<file path="config.mk">
export PLATFORM = sky130hd
export DESIGN_NAME = di_event_recorder
export DESIGN_NICKNAME = d
export VERILOG_FILES = /design/src/rtl/di_evt_pkg.sv /design/src/rtl/di_sync.sv /design/src/rtl/di_chan.sv /design/src/rtl/di_fifo.sv /design/src/rtl/di_event_recorder.sv
export SDC_FILE = /design/constraint.sdc
export NUM_CORES = 1
export LEC_CHECK = 0
export BUFFER_PORTS_ARGS = -buffer_cell sky130_fd_sc_hd__buf_2
export CAP_MARGIN = 20
export CORE_ASPECT_RATIO = 0.6
export CORE_UTILIZATION = 60
export CTS_CLUSTER_DIAMETER = 100
export DETAILED_ROUTE_END_ITERATION = 8
export PLACE_DENSITY = 0.78
export SYNTH_ARGS = -nofsm -noshare
export SYNTH_HDL_FRONTEND = slang
export SYNTH_SLANG_ARGS = --single-unit
</file>
<file path="constraint.sdc">
create_clock -name clk -period 13.7 [get_ports clk]
set_input_delay 2.74 -clock clk [delete_from_list [all_inputs] [get_ports clk]]
set_output_delay 2.74 -clock clk [all_outputs]
set_load 0.005 [all_outputs]
</file>
<file path="src/rtl/di_evt_pkg.sv">
// Package: shared constants and helpers for the digital input edge recorder.
// Assumes nothing beyond standard elaboration-time evaluation.
package di_evt_pkg;
    localparam int FLT_W = 3;

    // Bit positions inside a channel's fault field.
    typedef enum int {
        FLT_OPEN  = 0,
        FLT_SHORT = 1,
        FLT_OVERV = 2
    } flt_bit_e;

    // Width of a channel index; at least one bit.
    function automatic int chan_bits(input int n);
        return (n > 1) ? $clog2(n) : 1;
    endfunction
endpackage

</file>
<file path="src/rtl/di_sync.sv">
// Two-flop synchronizer for a vector of asynchronous bits.
// Assumes each bit is independent; no cross-bit coherence is implied.
module di_sync #(
    parameter int W = 1
) (
    input  logic         clk,
    input  logic         rst_n,
    input  logic [W-1:0] d_i,
    output logic [W-1:0] q_o
);
    logic [W-1:0] meta;

    // Two register stages clear to zero on reset.
    always_ff @(posedge clk) begin
        if (!rst_n) begin
            meta <= '0;
            q_o  <= '0;
        end else begin
            meta <= d_i;
            q_o  <= meta;
        end
    end
endmodule

</file>
<file path="src/rtl/di_chan.sv">
// One input channel: debounce, edge acceptance, pulse width measurement,
// glitch/event classification and saturating audit counters.
// Assumes s_i is already synchronized and ts_i advances by one per cycle.
module di_chan #(
    parameter int TS_W  = 16,
    parameter int WIN_W = 8,
    parameter int CNT_W = 8
) (
    input  logic             clk,
    input  logic             rst_n,
    input  logic             s_i,
    input  logic [TS_W-1:0]  ts_i,
    input  logic [WIN_W-1:0] cfg_win_i,
    input  logic [TS_W-1:0]  cfg_glitch_i,
    input  logic             cnt_clr_i,
    output logic             lvl_o,
    output logic             acc_o,
    output logic             pol_o,
    output logic [TS_W-1:0]  width_o,
    output logic [CNT_W-1:0] evt_cnt_o,
    output logic [CNT_W-1:0] glt_cnt_o
);
    logic [WIN_W-1:0] run;
    logic [TS_W-1:0]  rise_ts;
    logic             fall_acc;
    logic             is_glt;

    // Acceptance happens in the cycle the run of differing samples reaches the window.
    always_comb begin
        acc_o    = (s_i != lvl_o) && (run == cfg_win_i);
        pol_o    = s_i;
        fall_acc = acc_o && !s_i;
        width_o  = fall_acc ? (ts_i - rise_ts) : '0;
        is_glt   = width_o < cfg_glitch_i;
    end

    // Debounce: count consecutive differing samples, adopt the new level on acceptance.
    always_ff @(posedge clk) begin
        if (!rst_n) begin
            lvl_o <= 1'b0;
            run   <= '0;
        end else if (s_i == lvl_o) begin
            run <= '0;
        end else if (acc_o) begin
            lvl_o <= s_i;
            run   <= '0;
        end else begin
            run <= run + WIN_W'(1);
        end
    end

    // Remember the timestamp of the last accepted rising edge.
    always_ff @(posedge clk) begin
        if (!rst_n)              rise_ts <= '0;
        else if (acc_o && s_i)   rise_ts <= ts_i;
    end

    // Saturating event and glitch counters with a clear strobe that wins.
    always_ff @(posedge clk) begin
        if (!rst_n || cnt_clr_i) begin
            evt_cnt_o <= '0;
            glt_cnt_o <= '0;
        end else if (fall_acc) begin
            if (is_glt) begin
                if (glt_cnt_o != '1) glt_cnt_o <= glt_cnt_o + CNT_W'(1);
            end else begin
                if (evt_cnt_o != '1) evt_cnt_o <= evt_cnt_o + CNT_W'(1);
            end
        end
    end

    // the level only moves to a value the synchronized input showed.
    a_r1_level_from_input: assert property (@(posedge clk) disable iff (!rst_n)
        !$stable(lvl_o) |-> ($past(s_i) == lvl_o));

    // the event counter moves only on a non-glitch falling acceptance.
    a_r5_evt_only_on_fall: assert property (@(posedge clk) disable iff (!rst_n)
        (!(fall_acc && !is_glt) && !cnt_clr_i) |=> $stable(evt_cnt_o));

    // the glitch counter moves only on a glitch falling acceptance.
    a_r5_glt_only_on_fall: assert property (@(posedge clk) disable iff (!rst_n)
        (!(fall_acc && is_glt) && !cnt_clr_i) |=> $stable(glt_cnt_o));

    // a full event counter stays full unless cleared.
    a_r6_evt_saturates: assert property (@(posedge clk) disable iff (!rst_n)
        (evt_cnt_o == '1 && !cnt_clr_i) |=> (evt_cnt_o == '1));

    // a full glitch counter stays full unless cleared.
    a_r6_glt_saturates: assert property (@(posedge clk) disable iff (!rst_n)
        (glt_cnt_o == '1 && !cnt_clr_i) |=> (glt_cnt_o == '1));
endmodule

</file>
<file path="src/rtl/di_fifo.sv">
// Synchronous record FIFO with drop-on-full and a drop indication.
// Assumes DEPTH is a power of two; a push while full is accepted only with a pop.
module di_fifo #(
    parameter int W     = 8,
    parameter int DEPTH = 8
) (
    input  logic         clk,
    input  logic         rst_n,
    input  logic         push_i,
    input  logic [W-1:0] din_i,
    input  logic         pop_i,
    output logic [W-1:0] dout_o,
    output logic         valid_o,
    output logic         drop_o
);
    localparam int AW = $clog2(DEPTH);
    localparam int CW = AW + 1;

    logic [W-1:0]  mem [DEPTH];
    logic [AW-1:0] wp, rp;
    logic [CW-1:0] cnt;
    logic          full, pop_ok, push_ok;

    // Effective push and pop decisions for this cycle.
    always_comb begin
        full    = (cnt == CW'(DEPTH));
        pop_ok  = pop_i && (cnt != '0);
        push_ok = push_i && (!full || pop_ok);
        drop_o  = push_i && !push_ok;
        valid_o = (cnt != '0);
        dout_o  = mem[rp];
    end

    // Storage write; contents need no reset.
    always_ff @(posedge clk) begin
        if (push_ok) mem[wp] <= din_i;
    end

    // Pointer and occupancy bookkeeping.
    always_ff @(posedge clk) begin
        if (!rst_n) begin
            wp  <= '0;
            rp  <= '0;
            cnt <= '0;
        end else begin
            if (push_ok) wp <= wp + AW'(1);
            if (pop_ok)  rp <= rp + AW'(1);
            cnt <= cnt + CW'(push_ok) - CW'(pop_ok);
        end
    end

    // occupancy never exceeds the depth.
    a_r8_count_bound: assert property (@(posedge clk) disable iff (!rst_n)
        cnt <= CW'(DEPTH));

    // a full FIFO with no pop stays full and drops the push.
    a_r8_full_no_grow: assert property (@(posedge clk) disable iff (!rst_n)
        (full && !pop_i) |=> (cnt == CW'(DEPTH)));

    // popping an empty FIFO with no push leaves it empty.
    a_r7_empty_pop: assert property (@(posedge clk) disable iff (!rst_n)
        (cnt == '0 && pop_i && !push_i) |=> (cnt == '0));
endmodule

</file>
<file path="src/rtl/di_event_recorder.sv">
// Top: synchronizes inputs and fault bits, runs one debounce channel per
// input, stamps accepted edges, queues records and keeps an overflow flag.
// Assumes WIN_W <= TS_W and that pulses stay shorter than 2**TS_W cycles.
module di_event_recorder
    import di_evt_pkg::*;
#(
    parameter int NCH        = 2,
    parameter int TS_W       = 16,
    parameter int WIN_W      = 8,
    parameter int CNT_W      = 8,
    parameter int FIFO_DEPTH = 8,
    localparam int CH_W      = chan_bits(NCH),
    localparam int REC_W     = CH_W + 1 + FLT_W + 2 * TS_W
) (
    input  logic                 clk,
    input  logic                 rst_n,
    input  logic [NCH-1:0]       din_i,
    input  logic [NCH*FLT_W-1:0] fault_i,
    input  logic [WIN_W-1:0]     cfg_win_i,
    input  logic [TS_W-1:0]      cfg_glitch_i,
    input  logic                 cnt_clr_i,
    input  logic                 ovf_clr_i,
    input  logic                 fifo_pop_i,
    output logic [NCH-1:0]       level_o,
    output logic                 fifo_valid_o,
    output logic [REC_W-1:0]     fifo_data_o,
    output logic                 ovf_o,
    output logic [NCH*CNT_W-1:0] evt_cnt_o,
    output logic [NCH*CNT_W-1:0] glt_cnt_o,
    output logic                 cfg_bad_o
);
    localparam int SW = NCH * (1 + FLT_W);

    logic [TS_W-1:0]      ts;
    logic [SW-1:0]        sync_q;
    logic [NCH-1:0]       s_din;
    logic [NCH*FLT_W-1:0] s_flt;
    logic [NCH-1:0]       acc, pol;
    logic [TS_W-1:0]      width [NCH];
    logic [CH_W-1:0]      sel;
    logic                 push, collide, drop;
    logic [REC_W-1:0]     rec;

    // Free-running local timebase.
    always_ff @(posedge clk) begin
        if (!rst_n) ts <= '0;
        else        ts <= ts + TS_W'(1);
    end

    // Inputs and fault bits share one synchronizer so they stay aligned.
    di_sync #(.W(SW)) u_sync (
        .clk   (clk),
        .rst_n (rst_n),
        .d_i   ({fault_i, din_i}),
        .q_o   (sync_q)
    );
    assign s_din = sync_q[NCH-1:0];
    assign s_flt = sync_q[SW-1:NCH];

    // One debounce and classification channel per input.
    for (genvar c = 0; c < NCH; c++) begin : g_ch
        di_chan #(.TS_W(TS_W), .WIN_W(WIN_W), .CNT_W(CNT_W)) u_chan (
            .clk          (clk),
            .rst_n        (rst_n),
            .s_i          (s_din[c]),
            .ts_i         (ts),
            .cfg_win_i    (cfg_win_i),
            .cfg_glitch_i (cfg_glitch_i),
            .cnt_clr_i    (cnt_clr_i),
            .lvl_o        (level_o[c]),
            .acc_o        (acc[c]),
            .pol_o        (pol[c]),
            .width_o      (width[c]),
            .evt_cnt_o    (evt_cnt_o[c*CNT_W +: CNT_W]),
            .glt_cnt_o    (glt_cnt_o[c*CNT_W +: CNT_W])
        );
    end

    // Lowest-numbered accepting channel wins the single write slot.
    always_comb begin
        sel = '0;
        for (int i = NCH - 1; i >= 0; i--) begin
            if (acc[i]) sel = CH_W'(i);
        end
        push    = |acc;
        collide = $countones(acc) > 1;
        rec     = {sel, pol[sel], s_flt[sel*FLT_W +: FLT_W], ts, width[sel]};
    end

    di_fifo #(.W(REC_W), .DEPTH(FIFO_DEPTH)) u_fifo (
        .clk     (clk),
        .rst_n   (rst_n),
        .push_i  (push),
        .din_i   (rec),
        .pop_i   (fifo_pop_i),
        .dout_o  (fifo_data_o),
        .valid_o (fifo_valid_o),
        .drop_o  (drop)
    );

    // Sticky overflow: a drop or collision sets it and wins over the clear.
    always_ff @(posedge clk) begin
        if (!rst_n)                 ovf_o <= 1'b0;
        else if (drop || collide)   ovf_o <= 1'b1;
        else if (ovf_clr_i)         ovf_o <= 1'b0;
    end

    // Configuration check: the window must be shorter than the glitch limit.
    assign cfg_bad_o = TS_W'(cfg_win_i) >= cfg_glitch_i;

    // any lost record raises the flag on the next cycle.
    a_r8_drop_sets_ovf: assert property (@(posedge clk) disable iff (!rst_n)
        (drop || collide) |=> ovf_o);

    // the flag only falls through its clear.
    a_r8_ovf_sticky: assert property (@(posedge clk) disable iff (!rst_n)
        (ovf_o && !ovf_clr_i) |=> ovf_o);
endmodule

</file>
# After elaboration in Yosys (flattened, before gate mapping)

Memories as Yosys holds them, arrays and structs flattened. A register that Yosys moved wholly into a read port is not among the register bits.
Cells that the tools add are included.

Register bits after elaboration: 125
Bits in writable memories: 296
Input port bits: 37
Output and inout port bits: 74
Logic and storage cells: 100
Memories kept: 1

$add $sub $neg: 14
Multipliers: 1
Order comparisons: 6
Eq/ne operators: 11
Shift-type cells: 1
Muxes and demuxes: 15
Bitwise logic cells: 6
Reduce and logical (&&, ||, !) cells: 28

Memory list:

| memory     | depth | bits a word | read ports | clocked after Yosys merged registers in | write ports | line          | RTL |
|---|---|---|---|---|---|---|---|
| u_fifo.mem | 8     | 37          | 1          | 1                                       | 1           | di_fifo.sv:19 | `logic [W-1:0] mem [DEPTH];` |

Operators by type and width:

| operator                | count |
|---|---|
| $mux W16                | 5 |
| $add A8 B1 Y8 const B   | 6 |
| $lt A16 B16 Y1          | 2 |
| $ne A8 B8 Y1 const B    | 4 |
| $sub A16 B16 Y16        | 2 |
| $add A16 B1 Y16 const B | 1 |
| $eq A8 B8 Y1            | 2 |
| $ge A8 B16 Y1           | 1 |
| $reduce_and A3 Y1       | 4 |
| $logic_and A1 B1 Y1     | 9 |
| $mux W1                 | 8 |
| $add A3 B1 Y3 const B   | 2 |
| $mux W3                 | 2 |
| $reduce_or A3 Y1        | 2 |
| $shiftx A6 B4 Y3        | 1 |
| $logic_not A1 Y1        | 5 |
| $not A1 Y1              | 5 |
| $add A4 B1 Y4           | 1 |
| $eq A4 B4 Y1 const B    | 1 |
| $reduce_and A2 Y1       | 2 |
| $reduce_bool A4 Y1      | 1 |
| $sub A4 B1 Y4           | 1 |
| $logic_or A1 B1 Y1      | 3 |
| $mul A1 B2 Y3 const B   | 1 |
| other kinds (9)         | 11 |

# Longest topological paths before layout

Depth in word-level cells: 8
Depth in mapped cells: 19
Depth with buffers taken out: 18

# By module

Synthesis repeated with hierarchy kept, for this count alone.

Cell total of the unflattened synthesis: 1422
Area, all modules: 19683.9 um^2

By module, submodules not included:

| module                    | times used | cells an instance | area each (um^2) | seq. area each (um^2) |
|---|---|---|---|---|
| di_fifo                   | 1          | 521               | 11893.9          | 9148.8 |
| di_chan at g_ch[1].u_chan | 1          | 369               | 3051.7           | 820.8 |
| di_chan at g_ch[0].u_chan | 1          | 369               | 3045.4           | 820.8 |
| di_event_recorder         | 1          | 130               | 1246.2           | 340.3 |
| di_sync                   | 1          | 33                | 446.7            | 320.3 |

# Least setup slack after synthesis

OpenSTA, ideal clock, no wires.

Path kind: input to register
Start point: input port cfg_win_i[4]
End point: memory u_fifo.mem[0][0] in the netlist's numbering, enable pin
Library setup time: 0.485 ns
Arrival: 6.890 ns
Data required time: 13.215 ns
Path slack: 6.324 ns
Cell stages on the path: 6
Buffers on the path: 0
Path through: xor2_1 > nor4_1 > nand3_1 > a21boi_1 > nor2b_1 > nor3b_1

Word-level cells in the longest chain between the ends: 6
Elaborated cells on any way between the ends: 8
Those cells by class: 2 x eq/ne; 2 x mux; 4 x reduce/logical

RTL lines:

| element                           | line                    | RTL |
|---|---|---|
| start, declared                   | di_event_recorder.sv:19 | `input logic [WIN_W-1:0] cfg_win_i,` |
| $eq A8 B8 Y1                      | di_chan.sv:30           | `acc_o = (s_i != lvl_o) && (run == cfg_win_i);` |
| $logic_and A1 B1 Y1               | di_chan.sv:30           |  |
| $reduce_or A2 Y1 (*)              | di_event_recorder.sv:85 | `push = \|acc;` |
| $logic_and A1 B1 Y1 (*)           | di_fifo.sv:28           | `push_ok = push_i && (!full \|\| pop_ok);` |
| net u_fifo.push_ok                | di_fifo.sv:22           | `logic full, pop_ok, push_ok;` |
| $mux W1 (*)                       | di_fifo.sv:36           | `if (push_ok) mem[wp] <= din_i;` |
| $mux W1 (not written as such) (*) | di_fifo.sv:36           |  |
| end, declared                     | di_fifo.sv:19           |  |

The timed path passes the listed nets; every way through them passes the cells marked *.

# Worst setup path after layout

Start point: input port cfg_win_i[0]
End point: output port cfg_bad_o

Word-level cells in the longest chain between the ends: 1

RTL lines:

| element       | line                     | RTL |
|---|---|---|
| $ge A8 B16 Y1 | di_event_recorder.sv:109 | `assign cfg_bad_o = TS_W'(cfg_win_i) >= cfg_glitch_i;` |
| end, declared | di_event_recorder.sv:30  | `output logic cfg_bad_o` |

Every way passes these cells.

==> results.json <==
{
  "outcome": "complete, no violations",
  "seqCellArea_um2": 11500,
  "synth_cells": 1373,
  "fin_tns_setup_ps": 0,
  "setup_viol": 0,
  "ys_ff_latch": 424,
  "required_ps": 10960,
  "synth_flop_cell": "edfxtp_1",
  "syn_area_per_cell_um2": 14.0,
  "ys_top_cells_by_area": "edfxtp_1 (46%), dfxtp_1 (13%), mux4_2 (8.7%)",
  "wl_per_cell_um": 21.3,
  "n_fill_cell": 2144,
  "cts_resized": 0,
  "synthDistinctLibCells": 64,
  "placed_cells": 1861,
  "area_delta_synth_final_pct": 12.2,
  "crit_path_top_delay_cell": "ha_1",
  "antenna_found_initial": 0,
  "cts_made_buffers": 38,
  "syn_area_um2": 19200,
  "netlist.top_cell.by_area": "edfxtp_1",
  "clock_tree.root_cell": "clkbuf_16",
  "endpoint_kind": "output pin",
  "first_iter_violations": 954,
  "peakVddDrop_mv": 0.123,
  "maxCapViolCount": 0,
  "grt_max_degree": 83,
  "drive_gt1_share_pct": 20.7,
  "p_leak_nw": 8.02,
  "fin_nets": 1609,
  "finClkSkew_ps": 21.5,
  "rsz0062_at_grt": "false",
  "multi_input_area_um2": 7320,
  "fin_crit_ps": 7010,
  "hold_viol_final": 0,
  "timing.critical_path.buf_inv": 3,
  "grt_pass1_vias": 11400,
  "htreeDepth": 2,
  "critPathLaunchType": "primary input",
  "power.density_nw_per_um2": 137,
  "cts_hold_buf": 0,
  "vias": 11600,
  "cts_tree": "yes",
  "synth_warnings": 0,
  "grt_overflow_total": 0,
  "cp.arrival_ps": 4270,
  "routed_wl_um": 41200,
  "synth-edff-count": 296,
  "drt_pass1_iterations": 5,
  "gp_congestion": 0.914,
  "cts.clk_slew.worst_paths_ps": 60,
  "start_util_pct": 61.3,
  "post-cts-setup-buffers": 0,
  "die_area_um2": 32700,
  "fin_crit_sh_pct": 51.2,
  "critPathMaxStageDelay_ps": 270,
  "criticalPathCategory": "in -> out",
  "max_slew_margin_pct": 28.2,
  "grt_use_total_pct": 25.7,
  "synth_most_common_cell": "edfxtp_1",
  "cts.path.max_buffers": 3,
  "slew_viol_final": 0,
  "via_per_inst": 6.02,
  "synth.cells.most_frequent": "edfxtp_1 (296), dfxtp_1 (128), ha_1 (83)",
  "die_y_um": 140,
  "grt_pass1_wl_um": 64100,
  "port_buffers": 110,
  "async_flop_share_pct": 0,
  "synthesis.nets": 1496,
  "crit_chain": "buf_2 -> inv_1 -> ha_1 -> nand2b_1 -> a21o_1 -> a21o_1 -> a21oi_1 -> nor2b_1 -> o21ai_0 -> a21oi_1 -> buf_2",
  "core_um2": 31300,
  "finalNonFillerCells": 1931,
  "die_x_um": 233,
  "final_cell_area_um2": 21500,
  "hp-class": "reg -> reg",
  "ioPinCount": 111,
  "max_freq_mhz": 143,
  "synth_top_area_share_pct": 46.4,
  "tightest_slew_ps": 1080,
  "dp_hpwl_um": 26100,
  "clkSinkCount": 424,
  "worstPathMaxFanout": 3,
  "crit_family": "compound AO/OA/AOI/OAI gates",
  "diodes": 0,
  "clock_latency_ps": 550,
  "yosysSeqAreaShare_pct": 59.7,
  "rows": 50,
  "dpl-instance-area_um2": 20200,
  "drc": 0,
  "detail-route-antenna-nets": 0
}
## stage by stage
step	setup slack [ps]	power [mW]	hold WS, ps	utilization [%]
detailed placement	6470	1.85	418	64.6
global placement	6610	1.84	422	64.6
CTS	6700	2.97	434	68.7
floorplan	6320	1.73	412	-
global route	6580	3.05	447	68.8
finish	6690	2.94	432	68.8
## path summary, 6_finish.rpt
path | start | to | slack, ps | cells after the start
worst min-delay path | u_sync.meta[5] | u_sync.q_o[5] | 430 | 1
worst max register to register | ts[2] | g_ch[0].u_chan.evt_cnt_o[6] | 8730 | 14
worst max-delay path | cfg_win_i[0] | cfg_bad_o | 6690 | 11
worst min register to register | u_sync.meta[5] | u_sync.q_o[5] | 430 | 1
## registers in the layout, summed over array words and instances (netlist names), 8 cells and up, named ones only
register / cells
u_fifo.mem: 296
g_ch.u_chan.evt_cnt_o: 16
u_sync.q_o: 8
u_sync.meta: 8
g_ch.u_chan.run: 16
ts: 16
g_ch.u_chan.rise_ts: 32
g_ch.u_chan.glt_cnt_o: 16
## cell usage in the layout (no fill, tap or decap), types with 8 or more instances in the layout
cell type,count
edfxtp_1,296
dfxtp_1,125
buf_2,110
ha_1,83
mux4_2,74
nor2_1,73
inv_1,60
nand2_1,55
xor2_1,49
nor2b_1,43
mux2_2,40
and2_1,39
clkbuf_16,39
nand3_1,38
mux2i_1,37
xnor2_1,33
a21oi_1,29
o21ai_0,25
a21o_1,20
and3_1,17
nand4_1,17
buf_4,16
nand2b_1,15
or3_1,15
o21a_1,14
a211oi_1,12
clkbuf_1,11
o21ai_1,10
a31oi_1,8
## metal layers
| metal | global-route usage, % | wire length, µm | share of wire, % |
|---|---|---|---|
| met1 | 39.3 | 19600 | 48 |
| met2 | 39.3 | 18700 | 45 |
| met3 | 3.89 | 2250 | 5.5 |
| met4 | 5.57 | 610 | 1.5 |
| met5 | 0 | 0 | 0 |
## report_power, final
part	switching, mW	leakage (nW)	internal, mW
sequential	0.0328	3.78	1.37
clock	0.467	0.631	0.662
combinational	0.179	3.61	0.231
## cells by family (layout without fill, tap and decap cells)
logic type,after synthesis,after routing,share of synthesized area (%)
AO/OA/AOI/OAI,168,168,5.83
XOR/XNOR,82,82,3.75
adder cells (fa/ha/maj),86,86,5.73
buffers and inverters,114,256,2.28
flip-flops,424,424,59.7
multiplexers,152,152,13.0
AND/OR/NAND/NOR,347,347,9.67
## area by class of cell
cell class,instances,area share (%)
well taps,416,2.42
flip-flops and latches,424,53.3
clock buffers,54,4.98
clock inverters,15,1.09
inverters,61,1.06
multi-input cells,835,34.0
repair buffers,126,3.12
Note: power is estimated with default switching activity, not from simulation.
